## config.mk

```make
export PLATFORM = sky130hd
export DESIGN_NAME = flash_word_prog
export DESIGN_NICKNAME = d
export VERILOG_FILES = /design/src/rtl/fwp_pkg.sv /design/src/rtl/fwp_bus.sv /design/src/rtl/fwp_poll_eval.sv /design/src/rtl/flash_word_prog.sv
export SDC_FILE = /design/constraint.sdc
export NUM_CORES = 1
export LEC_CHECK = 0
export BUFFER_PORTS_ARGS = -buffer_cell sky130_fd_sc_hd__buf_2
export CAP_MARGIN = 25
export CORE_ASPECT_RATIO = 1.5
export CORE_MARGIN = 1.5
export CORE_UTILIZATION = 60
export CTS_CLUSTER_SIZE = 25
export DETAILED_ROUTE_END_ITERATION = 10
export PLACE_DENSITY_LB_ADDON = 0.12
export REMOVE_ABC_BUFFERS = 1
export SLEW_MARGIN = 40
export SYNTH_ARGS = -nofsm -noshare
export SYNTH_HDL_FRONTEND = slang
export SYNTH_SLANG_ARGS = --single-unit
```

## constraint.sdc

```tcl
create_clock -name clk_i -period 5.3 [get_ports clk_i]
set_clock_uncertainty 0.2 [all_clocks]
set_input_delay 0.265 -clock clk_i [delete_from_list [all_inputs] [get_ports clk_i]]
set_output_delay 0.265 -clock clk_i [all_outputs]
set_load 0.05 [all_outputs]
```

## src/rtl/fwp_pkg.sv

```systemverilog
package fwp_pkg;
  typedef enum logic [1:0] {B_IDLE, B_ACT, B_REC} bus_state_e;

  typedef enum logic [3:0] {
    S_IDLE, S_UNL1, S_UNL2, S_SETUP, S_PGM,
    S_POLL, S_RECHK, S_VERIFY, S_NEXT, S_DONE, S_ERR
  } seq_state_e;

  localparam logic [11:0] UNL_ADDR_A = 12'h555;
  localparam logic [11:0] UNL_ADDR_B = 12'h2AA;
  localparam logic [7:0]  UNL_DATA_A = 8'hAA;
  localparam logic [7:0]  UNL_DATA_B = 8'h55;
  localparam logic [7:0]  PGM_CMD    = 8'hA0;
endpackage

```

## src/rtl/fwp_bus.sv

```systemverilog
module fwp_bus
  import fwp_pkg::*;
#(
  parameter int AW      = 20,
  parameter int DW      = 16,
  parameter int WE_LOW  = 2,
  parameter int RD_WAIT = 2
) (
  input  logic          clk_i,
  input  logic          rst_ni,
  input  logic          req_i,
  input  logic          wr_i,
  input  logic [AW-1:0] addr_i,
  input  logic [DW-1:0] wdata_i,
  output logic          idle_o,
  output logic          ack_o,
  output logic [DW-1:0] rdata_o,
  output logic [AW-1:0] fl_addr_o,
  output logic [DW-1:0] fl_dq_o,
  output logic          fl_dq_oe_o,
  input  logic [DW-1:0] fl_dq_i,
  output logic          fl_ce_no,
  output logic          fl_we_no,
  output logic          fl_oe_no
);
  localparam int MAXW  = (WE_LOW > RD_WAIT) ? WE_LOW : RD_WAIT;
  localparam int CNT_W = $clog2(MAXW + 1);

  bus_state_e       st_q;
  logic [CNT_W-1:0] cnt_q;
  logic             wr_q;
  logic [CNT_W-1:0] lim;

  assign lim    = wr_q ? CNT_W'(WE_LOW - 1) : CNT_W'(RD_WAIT - 1);
  assign idle_o = (st_q == B_IDLE);
  assign ack_o  = (st_q == B_REC);

  always_ff @(posedge clk_i or negedge rst_ni) begin
    if (!rst_ni) begin
      st_q       <= B_IDLE;
      cnt_q      <= '0;
      wr_q       <= 1'b0;
      rdata_o    <= '0;
      fl_addr_o  <= '0;
      fl_dq_o    <= '0;
      fl_dq_oe_o <= 1'b0;
      fl_ce_no   <= 1'b1;
      fl_we_no   <= 1'b1;
      fl_oe_no   <= 1'b1;
    end else begin
      unique case (st_q)
        B_IDLE: if (req_i) begin
          st_q       <= B_ACT;
          cnt_q      <= '0;
          wr_q       <= wr_i;
          fl_addr_o  <= addr_i;
          fl_dq_o    <= wdata_i;
          fl_dq_oe_o <= wr_i;
          fl_ce_no   <= 1'b0;
          fl_we_no   <= !wr_i;
          fl_oe_no   <= wr_i;
        end
        B_ACT: begin
          if (cnt_q == lim) begin
            st_q     <= B_REC;
            fl_we_no <= 1'b1;
            fl_oe_no <= 1'b1;
            if (!wr_q) rdata_o <= fl_dq_i;
          end else begin
            cnt_q <= cnt_q + 1'b1;
          end
        end
        B_REC: begin
          st_q       <= B_IDLE;
          fl_ce_no   <= 1'b1;
          fl_dq_oe_o <= 1'b0;
        end
        default: st_q <= B_IDLE;
      endcase
    end
  end


  we_width_chk: assert property (@(posedge clk_i) disable iff (!rst_ni)
    $rose(fl_we_no) |-> ($past(fl_we_no) == 1'b0) && ($past(fl_we_no, 2) == 1'b0));

  no_oe_we_overlap_chk: assert property (@(posedge clk_i) disable iff (!rst_ni)
    !(!fl_we_no && !fl_oe_no));

  ce_during_strobe_chk: assert property (@(posedge clk_i) disable iff (!rst_ni)
    (!fl_we_no || !fl_oe_no) |-> !fl_ce_no);
endmodule

```

## src/rtl/fwp_poll_eval.sv

```systemverilog
module fwp_poll_eval #(
  parameter int DW        = 16,
  parameter int DONE_BIT  = 7,
  parameter int FAULT_BIT = 5
) (
  input  logic [DW-1:0] status_i,
  input  logic          want_i,
  output logic          finished_o,
  output logic          fault_o
);
  assign finished_o = (status_i[DONE_BIT] == want_i);
  assign fault_o    = status_i[FAULT_BIT];
endmodule

```

## src/rtl/flash_word_prog.sv

```systemverilog
module flash_word_prog
  import fwp_pkg::*;
#(
  parameter int AW       = 20,
  parameter int DW       = 16,
  parameter int CW       = 12,
  parameter int WE_LOW   = 2,
  parameter int RD_WAIT  = 2,
  parameter int POLL_MAX = 64
) (
  input  logic          clk_i,
  input  logic          rst_ni,
  input  logic          start_i,
  input  logic [AW-1:0] base_addr_i,
  input  logic [CW-1:0] word_cnt_i,
  output logic [CW-1:0] src_idx_o,
  input  logic [DW-1:0] src_data_i,
  output logic [AW-1:0] fl_addr_o,
  output logic [DW-1:0] fl_dq_o,
  output logic          fl_dq_oe_o,
  input  logic [DW-1:0] fl_dq_i,
  output logic          fl_ce_no,
  output logic          fl_we_no,
  output logic          fl_oe_no,
  output logic          done_o,
  output logic          err_o,
  output logic [AW-1:0] err_addr_o
);
  localparam int PW = $clog2(POLL_MAX + 1);

  seq_state_e    st_q;
  logic          pend_q;
  logic [CW-1:0] idx_q, cnt_q;
  logic [AW-1:0] base_q, cur_addr;
  logic [DW-1:0] wdata_q;
  logic [PW-1:0] poll_q;

  logic          op_st, req, op_wr, bus_idle, bus_ack, finished, fault;
  logic [AW-1:0] op_addr;
  logic [DW-1:0] op_wdata, rdata;
  logic          can_start;

  assign cur_addr  = base_q + AW'(idx_q);
  assign src_idx_o = idx_q;
  assign done_o    = (st_q == S_DONE);
  assign err_o     = (st_q == S_ERR);
  assign can_start = (st_q == S_IDLE) || (st_q == S_DONE) || (st_q == S_ERR);

  always_comb begin
    op_st    = 1'b1;
    op_wr    = 1'b0;
    op_addr  = cur_addr;
    op_wdata = wdata_q;
    unique case (st_q)
      S_UNL1:  begin op_wr = 1'b1; op_addr = AW'(UNL_ADDR_A); op_wdata = DW'(UNL_DATA_A); end
      S_UNL2:  begin op_wr = 1'b1; op_addr = AW'(UNL_ADDR_B); op_wdata = DW'(UNL_DATA_B); end
      S_SETUP: begin op_wr = 1'b1; op_addr = AW'(UNL_ADDR_A); op_wdata = DW'(PGM_CMD);    end
      S_PGM:   op_wr = 1'b1;
      S_POLL, S_RECHK, S_VERIFY: op_wr = 1'b0;
      default: op_st = 1'b0;
    endcase
  end

  assign req = op_st && !pend_q;

  fwp_bus #(.AW(AW), .DW(DW), .WE_LOW(WE_LOW), .RD_WAIT(RD_WAIT)) u_bus (
    .clk_i, .rst_ni,
    .req_i(req), .wr_i(op_wr), .addr_i(op_addr), .wdata_i(op_wdata),
    .idle_o(bus_idle), .ack_o(bus_ack), .rdata_o(rdata),
    .fl_addr_o, .fl_dq_o, .fl_dq_oe_o, .fl_dq_i,
    .fl_ce_no, .fl_we_no, .fl_oe_no
  );

  fwp_poll_eval #(.DW(DW)) u_eval (
    .status_i(rdata), .want_i(wdata_q[7]),
    .finished_o(finished), .fault_o(fault)
  );

  always_ff @(posedge clk_i or negedge rst_ni) begin
    if (!rst_ni) begin
      st_q       <= S_IDLE;
      pend_q     <= 1'b0;
      idx_q      <= '0;
      cnt_q      <= '0;
      base_q     <= '0;
      wdata_q    <= '0;
      poll_q     <= '0;
      err_addr_o <= '0;
    end else if (start_i && can_start) begin
      base_q <= base_addr_i;
      cnt_q  <= word_cnt_i;
      idx_q  <= '0;
      pend_q <= 1'b0;
      poll_q <= '0;
      st_q   <= (word_cnt_i == '0) ? S_DONE : S_UNL1;
    end else if (op_st) begin
      if (req && bus_idle) begin
        pend_q <= 1'b1;
        if (st_q == S_UNL1) wdata_q <= src_data_i;
      end
      if (pend_q && bus_ack) begin
        pend_q <= 1'b0;
        unique case (st_q)
          S_UNL1:  st_q <= S_UNL2;
          S_UNL2:  st_q <= S_SETUP;
          S_SETUP: st_q <= S_PGM;
          S_PGM: begin
            st_q   <= S_POLL;
            poll_q <= '0;
          end
          S_POLL: begin
            if (finished)                         st_q <= S_VERIFY;
            else if (fault)                       st_q <= S_RECHK;
            else if (poll_q == PW'(POLL_MAX - 1)) begin
              st_q       <= S_ERR;
              err_addr_o <= cur_addr;
            end else poll_q <= poll_q + 1'b1;
          end
          S_RECHK: begin
            if (finished) st_q <= S_VERIFY;
            else begin
              st_q       <= S_ERR;
              err_addr_o <= cur_addr;
            end
          end
          S_VERIFY: begin
            if (rdata == wdata_q) st_q <= S_NEXT;
            else begin
              st_q       <= S_ERR;
              err_addr_o <= cur_addr;
            end
          end
          default: st_q <= S_IDLE;
        endcase
      end
    end else if (st_q == S_NEXT) begin
      if (idx_q == cnt_q - 1'b1) st_q <= S_DONE;
      else begin
        idx_q <= idx_q + 1'b1;
        st_q  <= S_UNL1;
      end
    end
  end


  done_err_excl_chk: assert property (@(posedge clk_i) disable iff (!rst_ni)
    !(done_o && err_o));

  poll_bound_chk: assert property (@(posedge clk_i) disable iff (!rst_ni)
    poll_q < PW'(POLL_MAX));

  idx_range_chk: assert property (@(posedge clk_i) disable iff (!rst_ni)
    op_st |-> (idx_q < cnt_q));

  start_ignored_chk: assert property (@(posedge clk_i) disable iff (!rst_ni)
    (start_i && !can_start) |=> $stable(base_q) && $stable(cnt_q));

  err_addr_hold_chk: assert property (@(posedge clk_i) disable iff (!rst_ni)
    ($past(err_o) && err_o) |-> $stable(err_addr_o));
endmodule

```

==> impl_metrics.toml <==
[worst_setup_path]
reg2reg_slack_ns = 2.06
critPathCapture = "err_addr_o[14]"
worstPathRequired_ns = 5.40
r2r_end = "err_addr_o[14]"
startpoint = "src_idx_o[0]"
endpoint_kind = "register"
cp_max_fo = 7
critPathArrivalTime_ns = 3.33
reg2reg_from = "src_idx_o[0]"
worstSetupStartpointType = "register"
r2r_cells = 9
critPathKind = "register to register"

[logic_synthesis]
seq_area_frac_synth = 0.501
synth_top_area_share = 0.491
synth_edf_count = 0
synth_area_um2 = 7650
synth_area_leaders = "dfrtp_1 49%, mux2_1 7.9%, nand2_1 3.6%"
avgSynthCellArea_um2 = 10.7
ys_seq_elements = 153
synth_largest_area_cell = "dfrtp_1"
syn_inst = 716
yosysUniqueCellTypes = 69
yosysWarningCount = 0
synthArstFlopShare = 1.00
ys.flop_type = "dfrtp_1"

[routing]
via_per_inst = 5.86
wl_per_cell_um = 18.2
drt-total-wl_um = 19800
vias = 6384
firstDrtPassIters = 5
ant_nets = 0
drt_iter0_drc = 289
drc_errors = 0

[sta]
fin_crit_sh = 0.611
final_max_slew_viol_count = 0
max_freq_mhz = 309
rsz0062_at_grt = "false"
slew_headroom = 0.476
setup-violations-final = 0
tightest_slew_ns = 0.785
setup_ws_ns = 2.06
finalHoldViolCount = 0
min_period_ns = 3.24
hold_slack_ns = 0.237
setup-tns-final_ns = 0

[global_routing]
grt_pass1_vias = 6805
grt_pass1_wl_um = 32600
grt_usage = 0.314
grt-ovfl-total = 0
grt_max_degree = 100
antenna_found_initial = 0

[run_status]
status = "finished clean"

[cells_and_area]
drive_gt1_frac = 0.243
final.fill_count = 817
antenna_cells = 0
nNetsFinal = 1004
multiInputGateArea_um2 = 3640
ff_latch_area_um2 = 3830
area_delta_synth_final_pct = 27.6
stdcell_area_um2 = 9760

[pwr]
p_int_mw = 1.90
comb_power_share = 0.035
total_power_mw = 2.50
p_switching_mw = 0.599
netSwitchingFraction = 0.240
vdd_ir_drop_max_uv = 219
p_leak_nw = 4.83
pwr-share-clk = 0.498
p_per_area_nw_per_um2 = 256
seq_power_share = 0.467

[placement]
placed_cell_area_um2 = 8490
hpwl_um = 13300
pre_cts_slack_ns = 2.22
gp_congestion = 0.913
io_buffer_count = 140

[die]
dieHeight_um = 141
dieArea_um2 = 13500
rows = 50
fp.dieW_um = 95.2
initial_core_util = 0.614
ios = 141
core_area_um2 = 12400

[clock_network]
clk_pin_slew_ns = 0.07
clkSinkCount = 153
cts_tree = "yes"
clk_latency_ns = 0.43
post_cts_buffers = 0
clk_path_buf_depth = 2
clock_tree.root_cell = "clkbuf_16"
htreeDepth = 4
numCtsBuffers = 17

[run]
max-cap-violations = 0

[worst_hold_path]
hold_class = "primary input to async pin"
[layer usage]
| metal | routed length [µm] | track usage | vias to the layer above |
|---|---|---|---|
| li1 | - | - | 2991 |
| met1 | 7490 | 0.351 | 3104 |
| met2 | 10800 | 0.570 | 244 |
| met3 | 1020 | 0.0584 | 45 |
| met4 | 578 | 0.134 | 0 |
| met5 | 0 | 0 | - |
[kinds of logic after synthesis]
kind of cell               synth area share
AOI/OAI and AO/OA                     0.136
buffers and inverters                0.0265
xor gates and xnor gates             0.0571
DFF                                   0.501
muxes                                 0.108
and+or+nand+nor                       0.142
adders and majority gates            0.0288
[cells in the final DEF, fill, tap and decap left out, types with 13 or more instances in the layout]
master / instances
xnor2_1: 29
buf_2: 139
o21ai_0: 32
nand2_1: 73
a21oi_1: 32
clkbuf_16: 17
mux2_1: 54
nand3_1: 15
ha_1: 16
dfrtp_1: 150
o21ai_1: 26
nor3_1: 14
xor2_1: 19
inv_1: 13
nor2_1: 42
mux2_2: 17
dlygate4sd3_1: 65
[registers in the layout, summed over array words and instances, names as in the netlist]
name and flops:
base_q 20, cnt_q 12, err_addr_o 20, pend_q 1, poll_q 7, src_idx_o 12
st_q 4, u_bus.cnt_q 2, u_bus.fl_addr_o 20, u_bus.fl_ce_no 1, u_bus.fl_dq_o 16, u_bus.fl_dq_oe_o 1
u_bus.fl_oe_no 1, u_bus.fl_we_no 1, u_bus.rdata_o 16, u_bus.st_q 2, u_bus.wr_q 1, wdata_q 16
[layout make-up]
cell class                      count  area share
Timing Repair Buffer              213       0.146
Clock inverter                     15      0.0203
Sequential cell                   153       0.393
Tap cell                          156      0.0200
Inverter                           14     0.00538
Clock buffer                       17      0.0436
Multi-Input combinational cell    521       0.373
[power by group through the flow]
stage          Clock [mW]  Sequential (mW)  Combinational (mW)
2_1_floorplan           0             1.19            0.000859
3_3_place_gp            0             1.19              0.0490
3_5_place_dp            0             1.19              0.0510
4_1_cts              1.26             1.17              0.0880
5_1_grt              1.30             1.17              0.0985
6_report             1.24             1.17              0.0879
[worst max-delay path, stage by stage, from the launching register on]
cell and delay, ns:
dfrtp_1 0.46, ha_1 0.26, fa_1 0.41, a21o_1 0.17
a21oi_1 0.27, o21ai_1 0.18, a21oi_1 0.49, nor4_1 0.12
a311oi_1 0.42, a21oi_1 0.12
[how the worst min path moves through the flow]
stage                        from      endpoint  slack [ns]  cells after the start
after floorplan            rst_ni     base_q[0]       -0.23                      0
after global placement     rst_ni      cnt_q[2]        0.22                      1
after detailed placement   rst_ni      cnt_q[7]        0.15                      1
after CTS                 start_i  src_idx_o[2]        0.26                      3
after global routing      start_i  src_idx_o[0]        0.30                      3
final                      rst_ni      cnt_q[2]        0.24                      2
[metrics by stage]
step                cells   util
finish               1089  0.784
global placement      992  0.681
floorplan             688      -
CTS                  1089  0.784
detailed placement    992  0.682
global route         1089  0.784
[what timing repair did]
action | CTS | global route
gates resized for setup | 0 | 0
endpoints found under the hold margin | 162 | 0
hold buffers | 65 | 0
setup endpoints to repair | 0 | 0
[synth_stat cells (4+ instances only)]
master,count
o21ai_0,32
o21bai_1,4
nand2b_1,7
a21oi_2,10
and3_1,10
buf_1,4
nand3_1,15
a21oi_1,32
a211oi_1,7
mux2_2,17
nor2b_1,5
a31oi_1,6
and2_1,5
nand4_1,8
xnor2_1,29
o21a_1,5
buf_2,8
nor3b_1,4
nor3_1,16
dfrtp_1,150
clkbuf_1,13
or3_1,10
nor4_1,6
nand2_1,73
ha_1,16
or2_2,4
o31ai_1,6
inv_1,13
o21ai_1,26
a22o_1,8
nor2_1,42
mux2_1,54
xor2_1,19
a21o_1,4
(Power assumes the default switching activity.)
